===== config.mk =====
export PLATFORM = sky130hd
export DESIGN_NAME = uart_loopback_ctl
export DESIGN_NICKNAME = d
export VERILOG_FILES = /design/src/rtl/uart_lbk_pkg.sv /design/src/rtl/uart_lbk_modem.sv /design/src/rtl/uart_lbk_rxsel.sv /design/src/rtl/uart_lbk_rxfifo.sv /design/src/rtl/uart_loopback_ctl.sv
export SDC_FILE = /design/constraint.sdc
export NUM_CORES = 1
export LEC_CHECK = 0
export BUFFER_PORTS_ARGS = -buffer_cell sky130_fd_sc_hd__buf_2
export CAP_MARGIN = 20
export CORE_UTILIZATION = 59
export DETAILED_ROUTE_END_ITERATION = 6
export PLACE_DENSITY = 0.89
export RECOVER_POWER = 50
export SLEW_MARGIN = 20
export SYNTH_ARGS = -nofsm -noshare
export SYNTH_HDL_FRONTEND = slang
export SYNTH_SLANG_ARGS = --single-unit

===== constraint.sdc =====
create_clock -name clk_i -period 3.2 [get_ports clk_i]
set_input_delay 0.32 -clock clk_i [delete_from_list [all_inputs] [get_ports clk_i]]
set_output_delay 0.32 -clock clk_i [all_outputs]
set_load 0.02 [all_outputs]

===== src/rtl/uart_lbk_pkg.sv =====
package uart_lbk_pkg;

   localparam int MS_W = 4;

   typedef struct packed {
      logic lbk;
      logic out2;
      logic out1;
      logic rts;
      logic dtr;
   } lbk_ctrl_t;

   // index order: [0] ring, [1] clear-to-send, [2] carrier detect, [3] data-set-ready
   function automatic logic [MS_W-1:0] loop_modem(lbk_ctrl_t c);
      return {c.dtr, c.out1, c.rts, c.out2};
   endfunction

endpackage


===== src/rtl/uart_lbk_modem.sv =====
module uart_lbk_modem
   import uart_lbk_pkg::*;
(
   input  logic            clk_i,
   input  logic            rst_ni,
   input  logic            wr_i,
   input  lbk_ctrl_t       wdata_i,
   input  logic [MS_W-1:0] ext_i,
   output logic            loop_o,
   output logic [MS_W-1:0] modem_o,
   output logic            ms_clr_o,
   output logic [MS_W-1:0] ms_set_o
);

   logic            loop_q, loop_d;
   logic [MS_W-1:0] modem_q, looped;
   logic            remap;

   assign loop_d = wr_i ? wdata_i.lbk : loop_q;
   assign remap  = wr_i && wdata_i.lbk;
   assign looped = loop_modem(wdata_i);

   always_ff @(posedge clk_i or negedge rst_ni) begin
      if (!rst_ni) begin
         loop_q   <= 1'b0;
         modem_q  <= '0;
         ms_clr_o <= 1'b0;
         ms_set_o <= '0;
      end else begin
         loop_q   <= loop_d;
         ms_clr_o <= remap;
         ms_set_o <= remap ? looped : '0;
         if (remap)
            modem_q <= looped;
         else if (!loop_d)
            modem_q <= ext_i;
      end
   end

   assign loop_o  = loop_q;
   assign modem_o = modem_q;

   p_hold_r5: assert property (@(posedge clk_i) disable iff (!rst_ni)
      (loop_q && !wr_i) |=> $stable(modem_o));

   p_set_match_r3: assert property (@(posedge clk_i) disable iff (!rst_ni)
      ms_clr_o |-> (ms_set_o == modem_o));

   p_set_idle_r3: assert property (@(posedge clk_i) disable iff (!rst_ni)
      !ms_clr_o |-> (ms_set_o == '0));

endmodule


===== src/rtl/uart_lbk_rxsel.sv =====
module uart_lbk_rxsel #(
   parameter int DATA_W = 8
) (
   input  logic              clk_i,
   input  logic              rst_ni,
   input  logic              loop_i,
   input  logic              brk_wr_i,
   input  logic              brk_val_i,
   input  logic              tx_wr_i,
   input  logic [DATA_W-1:0] tx_data_i,
   input  logic              ext_valid_i,
   input  logic [DATA_W-1:0] ext_data_i,
   input  logic              ext_brk_i,
   output logic              push_o,
   output logic [DATA_W:0]   push_data_o
);

   localparam int NSRC = 4;
   localparam logic [DATA_W:0] BRK_ENTRY = {1'b1, {DATA_W{1'b0}}};

   logic            brk_q;
   logic [NSRC-1:0] req, grant;

   always_ff @(posedge clk_i or negedge rst_ni) begin
      if (!rst_ni)       brk_q <= 1'b0;
      else if (brk_wr_i) brk_q <= brk_val_i;
   end

   // index = priority rank, 0 highest
   assign req[0] = loop_i && brk_wr_i && brk_val_i && !brk_q;
   assign req[1] = loop_i && tx_wr_i;
   assign req[2] = !loop_i && ext_brk_i;
   assign req[3] = !loop_i && ext_valid_i;

   always_comb begin
      grant = '0;
      for (int i = 0; i < NSRC; i++)
         if (req[i] && grant == '0) grant[i] = 1'b1;
   end

   always_comb begin
      unique case (1'b1)
         grant[0], grant[2]: push_data_o = BRK_ENTRY;
         grant[1]:           push_data_o = {1'b0, tx_data_i};
         default:            push_data_o = {1'b0, ext_data_i};
      endcase
   end

   assign push_o = |grant;

   p_one_src_r9: assert property (@(posedge clk_i) disable iff (!rst_ni)
      $onehot0(grant));

   p_ext_blocked_r8: assert property (@(posedge clk_i) disable iff (!rst_ni)
      loop_i |-> !(grant[2] || grant[3]));

endmodule


===== src/rtl/uart_lbk_rxfifo.sv =====
module uart_lbk_rxfifo #(
   parameter int WIDTH = 9,
   parameter int DEPTH = 16,
   localparam int PTR_W = (DEPTH > 1) ? $clog2(DEPTH) : 1,
   localparam int CNT_W = $clog2(DEPTH + 1)
) (
   input  logic             clk_i,
   input  logic             rst_ni,
   input  logic             push_i,
   input  logic [WIDTH-1:0] push_data_i,
   input  logic             pop_i,
   output logic [WIDTH-1:0] data_o,
   output logic             empty_o,
   output logic             full_o,
   output logic [CNT_W-1:0] count_o
);

   generate
      if (DEPTH < 2) begin : g_bad_depth
         $error("uart_lbk_rxfifo: DEPTH must be at least 2");
      end
      if (WIDTH < 2) begin : g_bad_width
         $error("uart_lbk_rxfifo: WIDTH must be at least 2");
      end
   endgenerate

   logic [WIDTH-1:0] mem [DEPTH];
   logic [PTR_W-1:0] wr_ptr, rd_ptr;
   logic [CNT_W-1:0] count_q;
   logic             push_ok, pop_ok;

   function automatic logic [PTR_W-1:0] step(logic [PTR_W-1:0] p);
      return (p == PTR_W'(DEPTH - 1)) ? '0 : p + 1'b1;
   endfunction

   assign full_o  = (count_q == CNT_W'(DEPTH));
   assign empty_o = (count_q == '0);
   assign push_ok = push_i && !full_o;
   assign pop_ok  = pop_i && !empty_o;

   always_ff @(posedge clk_i) begin
      if (push_ok) mem[wr_ptr] <= push_data_i;
   end

   always_ff @(posedge clk_i or negedge rst_ni) begin
      if (!rst_ni) begin
         wr_ptr  <= '0;
         rd_ptr  <= '0;
         count_q <= '0;
      end else begin
         if (push_ok) wr_ptr <= step(wr_ptr);
         if (pop_ok)  rd_ptr <= step(rd_ptr);
         count_q <= count_q + CNT_W'(push_ok) - CNT_W'(pop_ok);
      end
   end

   assign data_o  = mem[rd_ptr];
   assign count_o = count_q;

   p_no_overflow_r10: assert property (@(posedge clk_i) disable iff (!rst_ni)
      count_q <= CNT_W'(DEPTH));

   p_full_drop_r10: assert property (@(posedge clk_i) disable iff (!rst_ni)
      (full_o && push_i && !pop_i) |=> (full_o && $stable(rd_ptr)));

   p_empty_pop_r11: assert property (@(posedge clk_i) disable iff (!rst_ni)
      (empty_o && pop_i && !push_i) |=> (empty_o && $stable(rd_ptr)));

endmodule


===== src/rtl/uart_loopback_ctl.sv =====
module uart_loopback_ctl
   import uart_lbk_pkg::*;
#(
   parameter int DATA_W = 8,
   parameter int DEPTH  = 16
) (
   input  logic                         clk_i,
   input  logic                         rst_ni,
   input  logic                         ctrl_wr_i,
   input  logic                         ctrl_loop_i,
   input  logic                         ctrl_out2_i,
   input  logic                         ctrl_out1_i,
   input  logic                         ctrl_rts_i,
   input  logic                         ctrl_dtr_i,
   input  logic                         brk_wr_i,
   input  logic                         brk_val_i,
   input  logic                         tx_wr_i,
   input  logic [DATA_W-1:0]            tx_data_i,
   input  logic                         ext_rx_valid_i,
   input  logic [DATA_W-1:0]            ext_rx_data_i,
   input  logic                         ext_brk_i,
   input  logic [3:0]                   ext_modem_i,
   output logic                         loop_o,
   output logic [3:0]                   modem_o,
   output logic                         ms_clr_o,
   output logic [3:0]                   ms_set_o,
   input  logic                         rx_pop_i,
   output logic [DATA_W:0]              rx_data_o,
   output logic                         rx_empty_o,
   output logic                         rx_full_o,
   output logic [$clog2(DEPTH+1)-1:0]   rx_count_o
);

   localparam int ENTRY_W = DATA_W + 1;

   generate
      if (DATA_W < 1) begin : g_bad_data_w
         $error("uart_loopback_ctl: DATA_W must be positive");
      end
   endgenerate

   lbk_ctrl_t         ctrl_w;
   logic              push;
   logic [DATA_W:0]   push_data;

   assign ctrl_w = '{lbk: ctrl_loop_i, out2: ctrl_out2_i, out1: ctrl_out1_i,
                     rts: ctrl_rts_i, dtr: ctrl_dtr_i};

   uart_lbk_modem u_modem (
      .clk_i    (clk_i),
      .rst_ni   (rst_ni),
      .wr_i     (ctrl_wr_i),
      .wdata_i  (ctrl_w),
      .ext_i    (ext_modem_i),
      .loop_o   (loop_o),
      .modem_o  (modem_o),
      .ms_clr_o (ms_clr_o),
      .ms_set_o (ms_set_o)
   );

   uart_lbk_rxsel #(.DATA_W(DATA_W)) u_rxsel (
      .clk_i       (clk_i),
      .rst_ni      (rst_ni),
      .loop_i      (loop_o),
      .brk_wr_i    (brk_wr_i),
      .brk_val_i   (brk_val_i),
      .tx_wr_i     (tx_wr_i),
      .tx_data_i   (tx_data_i),
      .ext_valid_i (ext_rx_valid_i),
      .ext_data_i  (ext_rx_data_i),
      .ext_brk_i   (ext_brk_i),
      .push_o      (push),
      .push_data_o (push_data)
   );

   uart_lbk_rxfifo #(.WIDTH(ENTRY_W), .DEPTH(DEPTH)) u_fifo (
      .clk_i       (clk_i),
      .rst_ni      (rst_ni),
      .push_i      (push),
      .push_data_i (push_data),
      .pop_i       (rx_pop_i),
      .data_o      (rx_data_o),
      .empty_o     (rx_empty_o),
      .full_o      (rx_full_o),
      .count_o     (rx_count_o)
   );

   p_map_r2: assert property (@(posedge clk_i) disable iff (!rst_ni)
      (ctrl_wr_i && ctrl_loop_i) |=>
      (modem_o == $past({ctrl_dtr_i, ctrl_out1_i, ctrl_rts_i, ctrl_out2_i})));

   p_follow_r4: assert property (@(posedge clk_i) disable iff (!rst_ni)
      ((ctrl_wr_i && !ctrl_loop_i) || (!ctrl_wr_i && !loop_o)) |=>
      (modem_o == $past(ext_modem_i)));

   p_tx_push_r6: assert property (@(posedge clk_i) disable iff (!rst_ni)
      (loop_o && tx_wr_i && !rx_full_o && !rx_pop_i) |=>
      (rx_count_o == $past(rx_count_o) + 1'b1));

   p_ext_drop_r8: assert property (@(posedge clk_i) disable iff (!rst_ni)
      (loop_o && !tx_wr_i && !brk_wr_i && !rx_pop_i) |=> $stable(rx_count_o));

endmodule


# ---- After elaboration in Yosys (flattened, before gate mapping)
# Memory sizes are Yosys's and may differ from the RTL's.
# Cells that the tools add are included.
dict set report word_totals {
  register_bits 24
  ram_bits 144
  input_bits 34
  output_inout_bits 26
  elab_cells 52
  n_memories 1
}
# name words word_bits rd rd_ports_with_merged_regs write_ports line
set memory_table {}
lappend memory_table {u_fifo.mem 16 9 1 0 1 uart_lbk_rxfifo.sv:27} ;# logic [WIDTH-1:0] mem [DEPTH];
dict set report op_classes {
  addsub 4
  n_eq_ne 4
  mux 13
  bitwise_logic 1
  n_reduce_logical 21
}
# cell count
set op_table {}
lappend op_table {{$mux 4} 5}
lappend op_table {{$pmux 9 s2} 1}
lappend op_table {{$logic_and 1x1->1} 12}
lappend op_table {{$add 4x1->4 const B} 2}
lappend op_table {{$eq 4x4->1 const B} 2}
lappend op_table {{$mux 1} 7}
lappend op_table {{$add 5x1->5} 1}
lappend op_table {{$eq 5x5->1 const B} 1}
lappend op_table {{$logic_not 5->1} 1}
lappend op_table {{$sub 5x1->5} 1}
lappend op_table {{$logic_not 1->1} 4}
lappend op_table {{$reduce_or 4->1} 1}
lappend op_table {{$logic_not 3->1} 1}
lappend op_table {{$logic_not 2->1} 1}
lappend op_table {{$ne 2x2->1 const B} 1}
lappend op_table {{$reduce_or 2->1} 1}
lappend op_table {{$not 1->1} 1}

# ---- Logic depth before layout (Yosys ltp)
dict set report depth {
  word_depth 17
  ltp_mapped 13
  depth_no_buf 12
}

# ---- Cells and area by module
# Synthesis repeated with hierarchy kept, for this count alone.
dict set report unflattened {
  cells_unflattened 380
  hier_area_um2 6951.7
}
# module n_inst cells_each area_each_um2 seq_area_each_um2
set by_module_without_submodules {}
lappend by_module_without_submodules {uart_lbk_rxfifo 1 337 6389.9 4649.5}
lappend by_module_without_submodules {uart_lbk_modem 1 25 381.6 250.2}
lappend by_module_without_submodules {uart_lbk_rxsel 1 18 180.2 25.0}

# ---- Worst setup path before layout
# No wires, ideal clock.
dict set report synth_path {
  kind {register to register}
  start {reg u_fifo.count_q[3] (netlist: u_fifo.count_o[3])}
  end {reg u_fifo.count_q[4] (netlist: u_fifo.count_o[4])}
  setup_ns 0.123
  t_arrival_ns 2.664
  required_time_ns 3.077
  setup_slack_ns 0.413
  path_stages_with_launch 14
  path_buffers 1
  path_cell_list {dfrtp_1 > inv_1 > ha_1 > or4b_4 > and2_4 > buf_6 > ha_1 > inv_1 > ha_1 > fa_1 > a21oi_1 > nor2_1 > nor2_1 > xnor2_1}
}
dict set report synth_between {
  word_cells_on_any_way 8
}
# element line
set synth_lines {}
lappend synth_lines {{start, declared} uart_lbk_rxfifo.sv:29} ;# logic [CNT_W-1:0] count_q;
lappend synth_lines {{start signal, assigned} uart_lbk_rxfifo.sv:53} ;# count_q <= count_q + CNT_W'(push_ok) - CNT_W'(pop_ok);
lappend synth_lines {{$logic_not 5->1} uart_lbk_rxfifo.sv:37} ;# assign empty_o = (count_q == '0);
lappend synth_lines {{$logic_not 1->1} uart_lbk_rxfifo.sv:39} ;# assign pop_ok = pop_i && !empty_o;
lappend synth_lines {{$logic_and 1x1->1} uart_lbk_rxfifo.sv:39}
lappend synth_lines {{via u_fifo.pop_ok} uart_lbk_rxfifo.sv:30} ;# logic push_ok, pop_ok;
lappend synth_lines {{$sub 5x1->5} uart_lbk_rxfifo.sv:53}
# The timed path passes the listed nets, and every way through them passes these cells.
# A chain may end at the register's enable or synchronous reset.

# ---- Worst setup path in the final report
dict set report layout_path {
  start {reg u_fifo.count_q[3] (netlist: u_fifo.count_o[3])}
  end {reg u_fifo.count_q[4] (netlist: u_fifo.count_o[4])}
}
dict set report layout_between {
  elab_chain_len 5
  word_cells_on_any_way 8
}
# element line
set layout_lines {}
lappend layout_lines {{$eq 5x5->1} uart_lbk_rxfifo.sv:36} ;# assign full_o = (count_q == CNT_W'(DEPTH));
lappend layout_lines {{$logic_not 1->1} uart_lbk_rxfifo.sv:38} ;# assign push_ok = push_i && !full_o;
lappend layout_lines {{$logic_and 1x1->1} uart_lbk_rxfifo.sv:38}
lappend layout_lines {{$add 5x1->5} uart_lbk_rxfifo.sv:53}
lappend layout_lines {{$sub 5x1->5 *} uart_lbk_rxfifo.sv:53}
# Mark *: on every way between the ends. The rest lies on a longest branch, timed or not.

==> flow_metrics.tcl <==
set metrics [dict create \
    htree_levels 4 \
    die_area_mm2 0.0122 \
    wl_um 14500 \
    grt_pass1_wl_um 22800 \
    crit_chain "inv_1, ha_1, or4b_1, and2_4, ha_1, inv_1, ha_1, fa_1, a21oi_1, nor2_1, nor2_1, xnor2_1" \
    yosys.area.top_type "edfxtp_1" \
    critPathMaxStageDelay_ns 0.50 \
    synth_edf_count 144 \
    yosys-top-cells-count "edfxtp_1 (144), mux2i_1 (41), dfrtp_1 (24)" \
    path_delay_family "adder cells" \
    worstMarginPinSlew_ns 1.30 \
    final_net_count 530 \
    maxSlewHeadroom 0.107 \
    synth.area.top_cells "edfxtp_1 (62%), dfrtp_1 (8.6%), mux2i_1 (5.9%)" \
    ys_seq_area_frac 0.708 \
    cp-startpoint "u_fifo.count_o[3]" \
    clockBufferDepth 2 \
    reg2reg_depth 12 \
    fin_worst_skew_ns 0.00892 \
    avgSynthCellArea_um2 17.0 \
    power.density_mw_per_mm2 938 \
    worstSetupEndpointType "flop" \
    post_cts_resized 0 \
    track_usage 0.254 \
    cts-root-buf "clkbuf_16" \
    critPathLaunchType "flop" \
    period_minus_slack_ns 2.99 \
    via_per_inst 6.31 \
    yosysUniqueCellTypes 40 \
    hold_depth 2 \
    async_flop_share 0.143 \
    path_clk_slew_ns 0.06 \
    routedWlPerCell_um 22.7 \
    postSynthCellCount 409 \
    critPathMostFrequentCell "ha_1" \
    final_hold_viol_count 0 \
    route.detailed.drc 0 \
    clock_sinks 168 \
    die_y_um 111 \
    path_buf_inv 2 \
    grt_start_max_net_pins 55 \
    rows 39 \
    hold_buffers 1 \
    start_util 0.607 \
    critPathKind "reg -> reg" \
    critPathSlowestCell "or4b_1" \
    hold_path_end "u_rxsel.brk_q" \
    max-cap-violations 0 \
    hold_path.class "in -> reg" \
    die_width_um 111 \
    area_growth_pct 15.0 \
    rrSetupSlack_ns 0.21 \
    drtAntennaViolNets 0 \
    p_leak_nw 3.00 \
    io_pins 60 \
    worstPathArrival_ns 3.32 \
    cts_buffers 17 \
    crit_fanout 4 \
    period_share 0.933 \
    drive_gt1_frac 0.229 \
    dp_hpwl_um 8950 \
    antenna_found_initial 0 \
    placed_area_mm2 0.00746 \
    syn_nets 455 \
    reg2reg_to "u_fifo.count_o[4]" \
    yosysMostFrequentCell "edfxtp_1" \
    cts_tree "yes" \
    status "complete, no violations" \
    final_area_mm2 0.00800 \
    finalSetupViolCount 0 \
    rr_startpoint "u_fifo.count_o[3]" \
    yosys_warnings 0 \
    core-area_mm2 0.0115 \
    peakVddDrop_mv 0.501 \
    dr_total_vias 4038 \
    overflow 0 \
    antennaDiodeCount 0 \
    dr.pass1.iters 5 \
    grt_pass1_vias 4039 \
    synth_seq_cells 168 \
    place.gp.congestion 0.772 \
    cts_setup_buffers 0 \
    crit_required_ns 3.53 \
    setup_tns_ns 0 \
    worstHoldStart "brk_val_i" \
    cp_num_cells 12 \
    rsz0062_at_grt "false" \
    synth_ff_type "edfxtp_1" \
    port_buffers 59 \
    yosysTopAreaCellShare 0.622 \
    drv_slew 0 \
    clk_latency_ns 0.43 \
    synth_area_mm2 0.00696 \
    fmax_mhz 335 \
    initialDrtViolationCount 470 \
]
-- power by group --
part           leakage (nW)  internal [mW]  switching, mW  total (mW)
Clock                 0.272           1.08          0.873        1.96
Sequential             1.61           2.78          0.240        3.02
Combinational          1.11          0.980           1.54        2.52
Total                  3.00           4.85           2.66        7.50
-- per-stage QoR --
stage / setup slack (ns) / hold slack, ns / std cells / total power [mW] / util
detailed placement: 0.374 / 0.326 / 607 / 5.52 / 0.650
global route: 0.0808 / 0.134 / 640 / 7.80 / 0.698
finish: 0.214 / 0.138 / 640 / 7.50 / 0.698
global placement: 0.542 / 0.314 / 607 / 5.35 / 0.650
floorplan: 0.413 / 0.0244 / 409 / 4.78 / -
CTS: 0.257 / 0.127 / 640 / 7.52 / 0.701
-- cell type report --
type / count / area, um2
Clock buffer: 17 / 425
Clock inverter: 15 / 141
Fill cell: 666 / 3470
Inverter: 12 / 45.0
Multi-Input combinational cell: 206 / 1850
Sequential cell: 168 / 4930
Tap cell: 143 / 179
Timing Repair Buffer: 79 / 438
-- cell families after synthesis --
| family | count (synthesis) | synth area share |
|---|---|---|
| DFF | 168 | 0.708 |
| AOI/OAI and AO/OA | 65 | 0.0687 |
| adders and majority gates | 12 | 0.0227 |
| xor gates and xnor gates | 6 | 0.00755 |
| muxes | 63 | 0.125 |
| buffers and inverters | 35 | 0.0250 |
| and+or+nand+nor | 60 | 0.0433 |
-- placed cells by master, fill, tap and decap left out, types with 3 or more instances in the layout --
cell type | Yosys | routed
clkinv_4 | 0 | 3
nand3_1 | 5 | 5
clkbuf_1 | 8 | 18
inv_1 | 11 | 11
a221oi_1 | 18 | 18
nor2b_1 | 5 | 5
mux4_2 | 18 | 18
ha_1 | 11 | 11
clkinvlp_4 | 0 | 3
a211oi_1 | 4 | 4
a22o_1 | 9 | 9
and3_1 | 5 | 5
a21oi_1 | 7 | 7
dfrtp_1 | 24 | 23
mux2i_1 | 41 | 41
nor2_1 | 14 | 14
clkbuf_16 | 0 | 17
inv_6 | 0 | 3
a22oi_1 | 9 | 9
nor3_1 | 6 | 6
buf_4 | 3 | 18
nand2_1 | 17 | 17
o21ai_0 | 12 | 13
edfxtp_1 | 144 | 144
buf_2 | 7 | 41
xnor2_1 | 4 | 4
-- worst reg2reg max path: stages, from the launching register on --
cell and delay, ns:
dfrtp_1 0.41, inv_1 0.11, ha_1 0.18, or4b_1 0.50, and2_4 0.21, ha_1 0.27, inv_1 0.04, ha_1 0.20
fa_1 0.42, a21oi_1 0.18, nor2_1 0.05, nor2_1 0.16, xnor2_1 0.17
-- per-layer routing --
metal | part of all wire | GRT usage
met1 | 0.37 | 0.323
met2 | 0.51 | 0.409
met3 | 0.079 | 0.0593
met4 | 0.040 | 0.135
met5 | 0 | 0
-- worst max-delay path by stage --
stage                             end  slack (ns)
floorplan           u_fifo.count_o[4]        0.41
global placement    u_fifo.count_o[4]        0.54
detailed placement  u_fifo.count_o[4]        0.37
CTS                 u_fifo.count_o[4]        0.26
global route        u_fifo.count_o[4]        0.08
finish              u_fifo.count_o[4]        0.21
-- sequential cells by signal (all words and copies together), names as in the netlist --
name	flops
u_fifo.rd_ptr	4
u_fifo.mem	144
u_modem.modem_o	4
u_fifo.wr_ptr	4
u_modem.loop_o	1
u_rxsel.brk_q	1
u_modem.ms_set_o	4
u_modem.ms_clr_o	1
u_fifo.count_o	5
No activity file was read; power rests on OpenSTA's default activity.
